===== config.mk =====
export PLATFORM = sky130hd
export DESIGN_NAME = pulse_timer
export DESIGN_NICKNAME = d
export VERILOG_FILES = /design/src/rtl/oneshot_pkg.sv /design/src/rtl/trig_sync_edge.sv /design/src/rtl/cmp_bank.sv /design/src/rtl/os_core.sv /design/src/rtl/pulse_timer.sv
export SDC_FILE = /design/constraint.sdc
export NUM_CORES = 1
export LEC_CHECK = 0
export BUFFER_PORTS_ARGS = -buffer_cell sky130_fd_sc_hd__buf_2
export CAP_MARGIN = 30
export CORE_MARGIN = 2
export CORE_UTILIZATION = 56
export CTS_CLUSTER_SIZE = 40
export DETAILED_ROUTE_END_ITERATION = 7
export GPL_TIMING_DRIVEN = 0
export PLACE_DENSITY = 0.9
export SYNTH_ARGS = -nofsm -noshare
export SYNTH_HDL_FRONTEND = slang
export SYNTH_SLANG_ARGS = --single-unit

===== constraint.sdc =====
create_clock -name clk -period 7.6 [get_ports clk]
set_input_delay 2.28 -clock clk [delete_from_list [all_inputs] [get_ports clk]]
set_output_delay 2.28 -clock clk [all_outputs]
set_load 0.01 [all_outputs]

===== src/rtl/oneshot_pkg.sv =====
package oneshot_pkg;

    typedef enum logic [1:0] {
        MODE_STOP = 2'b00,
        MODE_PIN  = 2'b01,
        MODE_SOFT = 2'b10,
        MODE_ANY  = 2'b11
    } os_mode_e;

    typedef struct packed {
        logic rise;
        logic fall;
    } edge_ev_t;

    typedef struct packed {
        logic run;
        logic active;
    } core_flags_t;

    // edge_sel bit 0 accepts rising edges, bit 1 accepts falling edges
    function automatic logic edge_hit(input logic [1:0] sel, input edge_ev_t ev);
        return (sel[0] & ev.rise) | (sel[1] & ev.fall);
    endfunction

    function automatic logic pin_allowed(input os_mode_e m);
        return (m == MODE_PIN) || (m == MODE_ANY);
    endfunction

    function automatic logic soft_allowed(input os_mode_e m);
        return (m == MODE_SOFT) || (m == MODE_ANY);
    endfunction

endpackage


===== src/rtl/trig_sync_edge.sv =====
module trig_sync_edge
    import oneshot_pkg::*;
#(
    parameter int STAGES = 2
) (
    input  logic     clk,
    input  logic     rst,
    input  logic     din,
    output edge_ev_t ev
);
    localparam int LAST = STAGES;

    // sh[STAGES-1] is the synchronized sample, sh[STAGES] the previous one
    logic [LAST:0] sh;

    always_ff @(posedge clk) begin
        if (rst) sh <= '0;
        else     sh <= {sh[LAST-1:0], din};
    end

    always_comb begin
        ev.rise = sh[LAST-1] & ~sh[LAST];
        ev.fall = ~sh[LAST-1] & sh[LAST];
    end


    edge_excl_chk: assert property (@(posedge clk) disable iff (rst)
        !(ev.rise && ev.fall));
endmodule


===== src/rtl/cmp_bank.sv =====
module cmp_bank #(
    parameter int W  = 16,
    parameter int CH = 2
) (
    input  logic [W-1:0]          count,
    input  logic [CH-1:0][W-1:0]  cmp,
    output logic [CH-1:0]         eq
);
    for (genvar i = 0; i < CH; i++) begin : g_ch
        assign eq[i] = (count == cmp[i]);
    end
endmodule


===== src/rtl/os_core.sv =====
module os_core
    import oneshot_pkg::*;
#(
    parameter int W = 16
) (
    input  logic         clk,
    input  logic         rst,
    input  logic         mode_on,
    input  logic         start,
    input  logic         tick,
    input  logic         lo_hit,
    input  logic         hi_hit,
    input  logic [1:0]   eq,
    output logic [W-1:0] count,
    output logic         run,
    output logic         active,
    output logic [1:0]   match
);
    core_flags_t flags;

    always_ff @(posedge clk) begin
        if (rst || !mode_on) begin
            count <= '0;
            flags <= '0;
            match <= '0;
        end else begin
            match <= {2{flags.run & tick}} & eq;
            if (!flags.run) begin
                if (start) begin
                    count        <= '0;
                    flags.run    <= 1'b1;
                    flags.active <= 1'b0;
                end
            end else if (tick) begin
                if (hi_hit) begin
                    flags <= '0;
                end else begin
                    count <= count + 1'b1;
                    if (lo_hit) flags.active <= 1'b1;
                end
            end
        end
    end

    assign run    = flags.run;
    assign active = flags.active;


    start_clears_chk: assert property (@(posedge clk) disable iff (rst)
        (!run && start && mode_on) |=> (run && count == '0));

    stop_clears_chk: assert property (@(posedge clk) disable iff (rst)
        !mode_on |=> (!run && !active && count == '0));

    lockout_hold_chk: assert property (@(posedge clk) disable iff (rst)
        (run && !tick && mode_on) |=> $stable(count));

    end_hold_chk: assert property (@(posedge clk) disable iff (rst)
        (run && tick && hi_hit && mode_on) |=> (!run && $stable(count)));

    active_in_run_chk: assert property (@(posedge clk) disable iff (rst)
        active |-> run);

    match_a_single_chk: assert property (@(posedge clk) disable iff (rst)
        match[0] |=> !match[0]);

    match_b_single_chk: assert property (@(posedge clk) disable iff (rst)
        match[1] |=> !match[1]);
endmodule


===== src/rtl/pulse_timer.sv =====
module pulse_timer
    import oneshot_pkg::*;
#(
    parameter int CNT_W       = 16,
    parameter int SYNC_STAGES = 2
) (
    input  logic             clk,
    input  logic             rst,
    input  logic [1:0]       mode,
    input  logic [1:0]       edge_sel,
    input  logic             sw_trig,
    input  logic             trig_in,
    input  logic             cnt_en,
    input  logic [CNT_W-1:0] cmp_a,
    input  logic [CNT_W-1:0] cmp_b,
    input  logic             idle_level,
    output logic             pulse_out,
    output logic             match_a,
    output logic             match_b,
    output logic             busy,
    output logic [CNT_W-1:0] count
);
    localparam int NCMP = 2;

    os_mode_e                    mode_q;
    edge_ev_t                    pin_ev;
    logic                        start;
    logic                        a_lower;
    logic [NCMP-1:0]             eq;
    logic [NCMP-1:0]             match;
    logic [NCMP-1:0][CNT_W-1:0]  cmp_vec;
    logic                        active;
    logic                        lo_hit, hi_hit;

    assign mode_q = os_mode_e'(mode);

    trig_sync_edge #(.STAGES(SYNC_STAGES)) u_sync (
        .clk (clk),
        .rst (rst),
        .din (trig_in),
        .ev  (pin_ev)
    );

    assign start = (pin_allowed(mode_q) & edge_hit(edge_sel, pin_ev))
                 | (soft_allowed(mode_q) & sw_trig);

    assign cmp_vec = {cmp_b, cmp_a};

    cmp_bank #(.W(CNT_W), .CH(NCMP)) u_cmp (
        .count (count),
        .cmp   (cmp_vec),
        .eq    (eq)
    );

    assign a_lower = (cmp_a < cmp_b);
    assign lo_hit  = a_lower ? eq[0] : eq[1];
    assign hi_hit  = a_lower ? eq[1] : eq[0];

    os_core #(.W(CNT_W)) u_core (
        .clk     (clk),
        .rst     (rst),
        .mode_on (mode_q != MODE_STOP),
        .start   (start),
        .tick    (cnt_en),
        .lo_hit  (lo_hit),
        .hi_hit  (hi_hit),
        .eq      (eq),
        .count   (count),
        .run     (busy),
        .active  (active),
        .match   (match)
    );

    assign match_a   = match[0];
    assign match_b   = match[1];
    assign pulse_out = active ^ idle_level;


    idle_level_chk: assert property (@(posedge clk) disable iff (rst)
        !busy |-> (pulse_out == idle_level));
endmodule


# After elaboration in Yosys (flattened, before gate mapping)
# Cells that the tools add are included.
# W data, S select, Z words.
dict set report op_classes {
  order_cmp 1
  n_eq_ne 8
  muxes 12
  n_reduce_logical 8
  addsub 1
  bitwise_logic 13
}
# op count
set op_table {}
lappend op_table {{$mux W16} 4}
lappend op_table {{$eq A16 B16 Y1} 2}
lappend op_table {{$add A16 B1 Y16 const B} 1}
lappend op_table {{$lt A16 B16 Y1} 1}
lappend op_table {{$and A1 B1 Y1} 7}
lappend op_table {{$mux W2} 3}
lappend op_table {{$reduce_and A3 Y1} 2}
lappend op_table {{$mux W1} 5}
lappend op_table {{$eq A2 B2 Y1 const B} 2}
lappend op_table {{$ne A2 B2 Y1 const B} 2}
lappend op_table {{$reduce_bool A2 Y1} 2}
lappend op_table {{$logic_or A1 B1 Y1} 3}
lappend op_table {{$ne A3 B3 Y1 const B} 1}
lappend op_table {{$and A2 B2 Y2} 1}
lappend op_table {{$eq A2 B1 Y1 const B} 1}
lappend op_table {{$not A1 Y1} 2}
lappend op_table {{$or A1 B1 Y1} 2}
lappend op_table {{$logic_not A1 Y1} 1}
lappend op_table {{$xor A1 B1 Y1} 1}
dict set report word_totals {
  input_bits 42
  wordCells 48
  out_inout_bits 20
  ff_bits 23
}

# Logic depth before layout (Yosys ltp)
dict set report depth {
  word_depth 8
  ltp_mapped 11
  ltp_nobuf 9
}

# Hierarchy
# From an unflattened synthesis, not the netlist that was laid out.
dict set report hier_totals {
  hier_cells 211
  hier_area_um2 1833.0
}
# mod instances area_per_inst_um2 cells_per_inst seq_area_each_um2
set modules_own_cells {}
lappend modules_own_cells {os_core 1 918.4 105 400.4}
lappend modules_own_cells {pulse_timer 1 474.2 56 0.0}
lappend modules_own_cells {cmp_bank 1 349.1 42 0.0}
lappend modules_own_cells {trig_sync_edge 1 91.3 8 60.1}

# Worst setup path before layout
# OpenSTA, ideal clock, no wires.
dict set report synth_path {
  kind {input-to-output}
  start {input port idle_level}
  end {output port pulse_out}
  path_stages 1
  setup_slack_ns 2.823
  required_time_ns 5.320
  arrival_ns 2.497
  cell_sequence {xor2_1}
}
dict set report synth_via {
  elab_chain_len 1
}
# item line
set synth_rtl {}
lappend synth_rtl {{from (decl)} pulse_timer.sv:16} ;# input logic idle_level,
lappend synth_rtl {{$xor A1 B1 Y1} pulse_timer.sv:76} ;# assign pulse_out = active ^ idle_level;
lappend synth_rtl {{to (decl)} pulse_timer.sv:17} ;# output logic pulse_out,
# No other way between the ends.

# Worst setup path after layout
# Same ends and word-level chain as after synthesis.

==> results.ini <==
[run_status]
status=completed

[timing]
min_period_over_period_pct=64.8
tns_ns=0
skew_ns=0.00337
fmax_mhz=203
maxSlewHeadroom_pct=68.1
slew_violations=0
tightestPinTransition_ns=0.479
min_period_ns=4.93
hold_viol=0
rsz0062_at_grt=no
finalSetupViolations=0

[cts]
post_cts_resized=0
clk_pin_slew_worst_paths_ns=0.08
cts_setup_buffers=0
cts_hold_buf=0
clock_sinks=23
clock_latency_ns=0.27
cts-buffers-inserted=3
clk_path_buf_depth=2
cts.htree.levels=1
cts_tree=yes
root_buffer=clkbuf_8

[critical_path]
critPathMaxFanout=1
critPathMostFrequentCell=buf_2
crit_chain=buf_2, xor2_1, buf_2
path_class=in -> out
cp.arrival_ns=2.65
crit_buf_inv=2
crit_slowest_cell=xor2_1
required_ns=5.32
critPathTopFamily=buffers and inverters
max_stage_delay_ns=0.13
end_kind=primary output
cp-start-kind=input pin

[route]
highest_layer=met4
vias=2128
routedWlPerCell_um=14.7
wl_met1_mm=2.19
drtIter0Drc=130
vias_per_cell=5.80
drtPass1Iterations=4
wl_met3_um=407
drcViolationCount=0
wirelength_mm=5.40
ant_nets=0
wl_met2_mm=2.62

[cells_and_area]
final_area_um2=2500
nets=378
n_antenna_cell=0
syn2layout_area_growth_pct=19.6
drive_above_1_share_pct=30.7

[pwr]
power.density_nw_per_um2=101
p_leak_nw=1.22
peakVddDrop_mv=0.105

[logic_synthesis]
synth_largest_area_cell=dfxtp_1
syn_avg_cell_area_um2=8.25
synth_top_cell_area_share_pct=22.0
ys_async_sr_fraction_pct=0
yosys-top-cells-count=33 x xor2_1, 27 x inv_1, 25 x nand3_1
syn_nets=312
yosys.cell_count.top_type=xor2_1
syn_inst=254
synth_seq_area_share_pct=22.0
synth_area_leaders=dfxtp_1 22%, xor2_1 14%, ha_1 9.6%, nand3_1 6.0%, buf_6 4.8%
synth-main-ff-cell=dfxtp_1
yosysUniqueCellTypes=48
synth_edf_count=0
synth_warnings=0
syn_area_um2=2090
ys_ff_latch=23

[run]
max-cap-violations=0

[placement]
hpwl_mm=4.22
place_area_um2=2460
gp_congestion=0.885
port_buffers=61

[grt]
grt_start_max_net_pins=13
antenna_found_initial=0
grtUsageTotal_pct=26.1
grt_pass1_wl_mm=8.71
grt_pass1_vias=2028
grt_overflow=0

[die]
die_area_um2=4250
rows=22
start_util_pct=57.6
die_w_um=65.2
die_h_um=65.2
io_pins=62
coreArea_um2=3630

[hold_path]
hold_class=reg -> reg

-- layout by cell type, fill, tap and decap left out, types with 9 or more instances in the layout --
master / n
buf_6: 9
nand2_1: 18
dfxtp_1: 23
nor2_1: 11
buf_2: 65
xor2_1: 33
nor3_1: 10
ha_1: 16
nand3_1: 25
inv_1: 27
-- kinds of logic after synthesis --
| family | synth area share, % |
|---|---|
| AND/OR/NAND/NOR | 27.5 |
| buffers and inverters | 11.4 |
| AO/OA/AOI/OAI | 14.5 |
| XOR/XNOR | 14.2 |
| flip-flops | 22.0 |
| adder cells (fa/ha/maj) | 9.56 |
| multiplexers | 0.956 |
-- routing by layer --
layer,up-vias,GRT usage [%]
li1,1026,-
met1,977,31.1
met2,105,46.5
met3,20,2.74
met4,0,13.3
met5,-,0
-- per-stage QoR --
stage	power, mW	hold WS, ns	instances	utilization, %	setup slack (ns)
3_5_place_dp	0.178	0.432	363	67.7	2.67
4_1_cts	0.254	0.453	367	68.9	2.67
5_1_grt	0.265	0.477	367	68.9	2.62
3_3_place_gp	0.176	0.418	363	67.7	2.68
6_report	0.254	0.446	367	68.9	2.67
2_1_floorplan	0.155	0.414	254	-	2.82
-- final cells by class --
type                            instances  area [um2]
Buffer                                 16         136
Clock buffer                            4        45.0
Fill cell                             299        1130
Inverter                               27         101
Multi-Input combinational cell        188        1400
Sequential cell                        23         460
Tap cell                               48        60.1
Timing Repair Buffer                   61         305
-- power by group --
part	internal, mW	switching, mW
combinational	0.0239	0.0296
sequential	0.122	0.00116
clock	0.0375	0.0399
-- flip-flops by register name, summed over array words and instances (netlist names) --
register,count
u_core.run,1
u_core.match,2
u_core.count,16
u_sync.sh,3
u_core.active,1
-- final timing paths --
check,endpoint,slack (ns),cells past startpoint,startpoint
min,u_sync.sh[1]$_SDFF_PP0_,0.45,1,u_sync.sh[0]$_SDFF_PP0_
max,pulse_out,2.67,3,idle_level
min reg2reg,u_sync.sh[1]$_SDFF_PP0_,0.45,1,u_sync.sh[0]$_SDFF_PP0_
max reg2reg,u_core.count[14]$_SDFFE_PP0P_,5.18,8,u_core.count[0]$_SDFFE_PP0P_
Note: power is estimated with default switching activity, not from simulation.
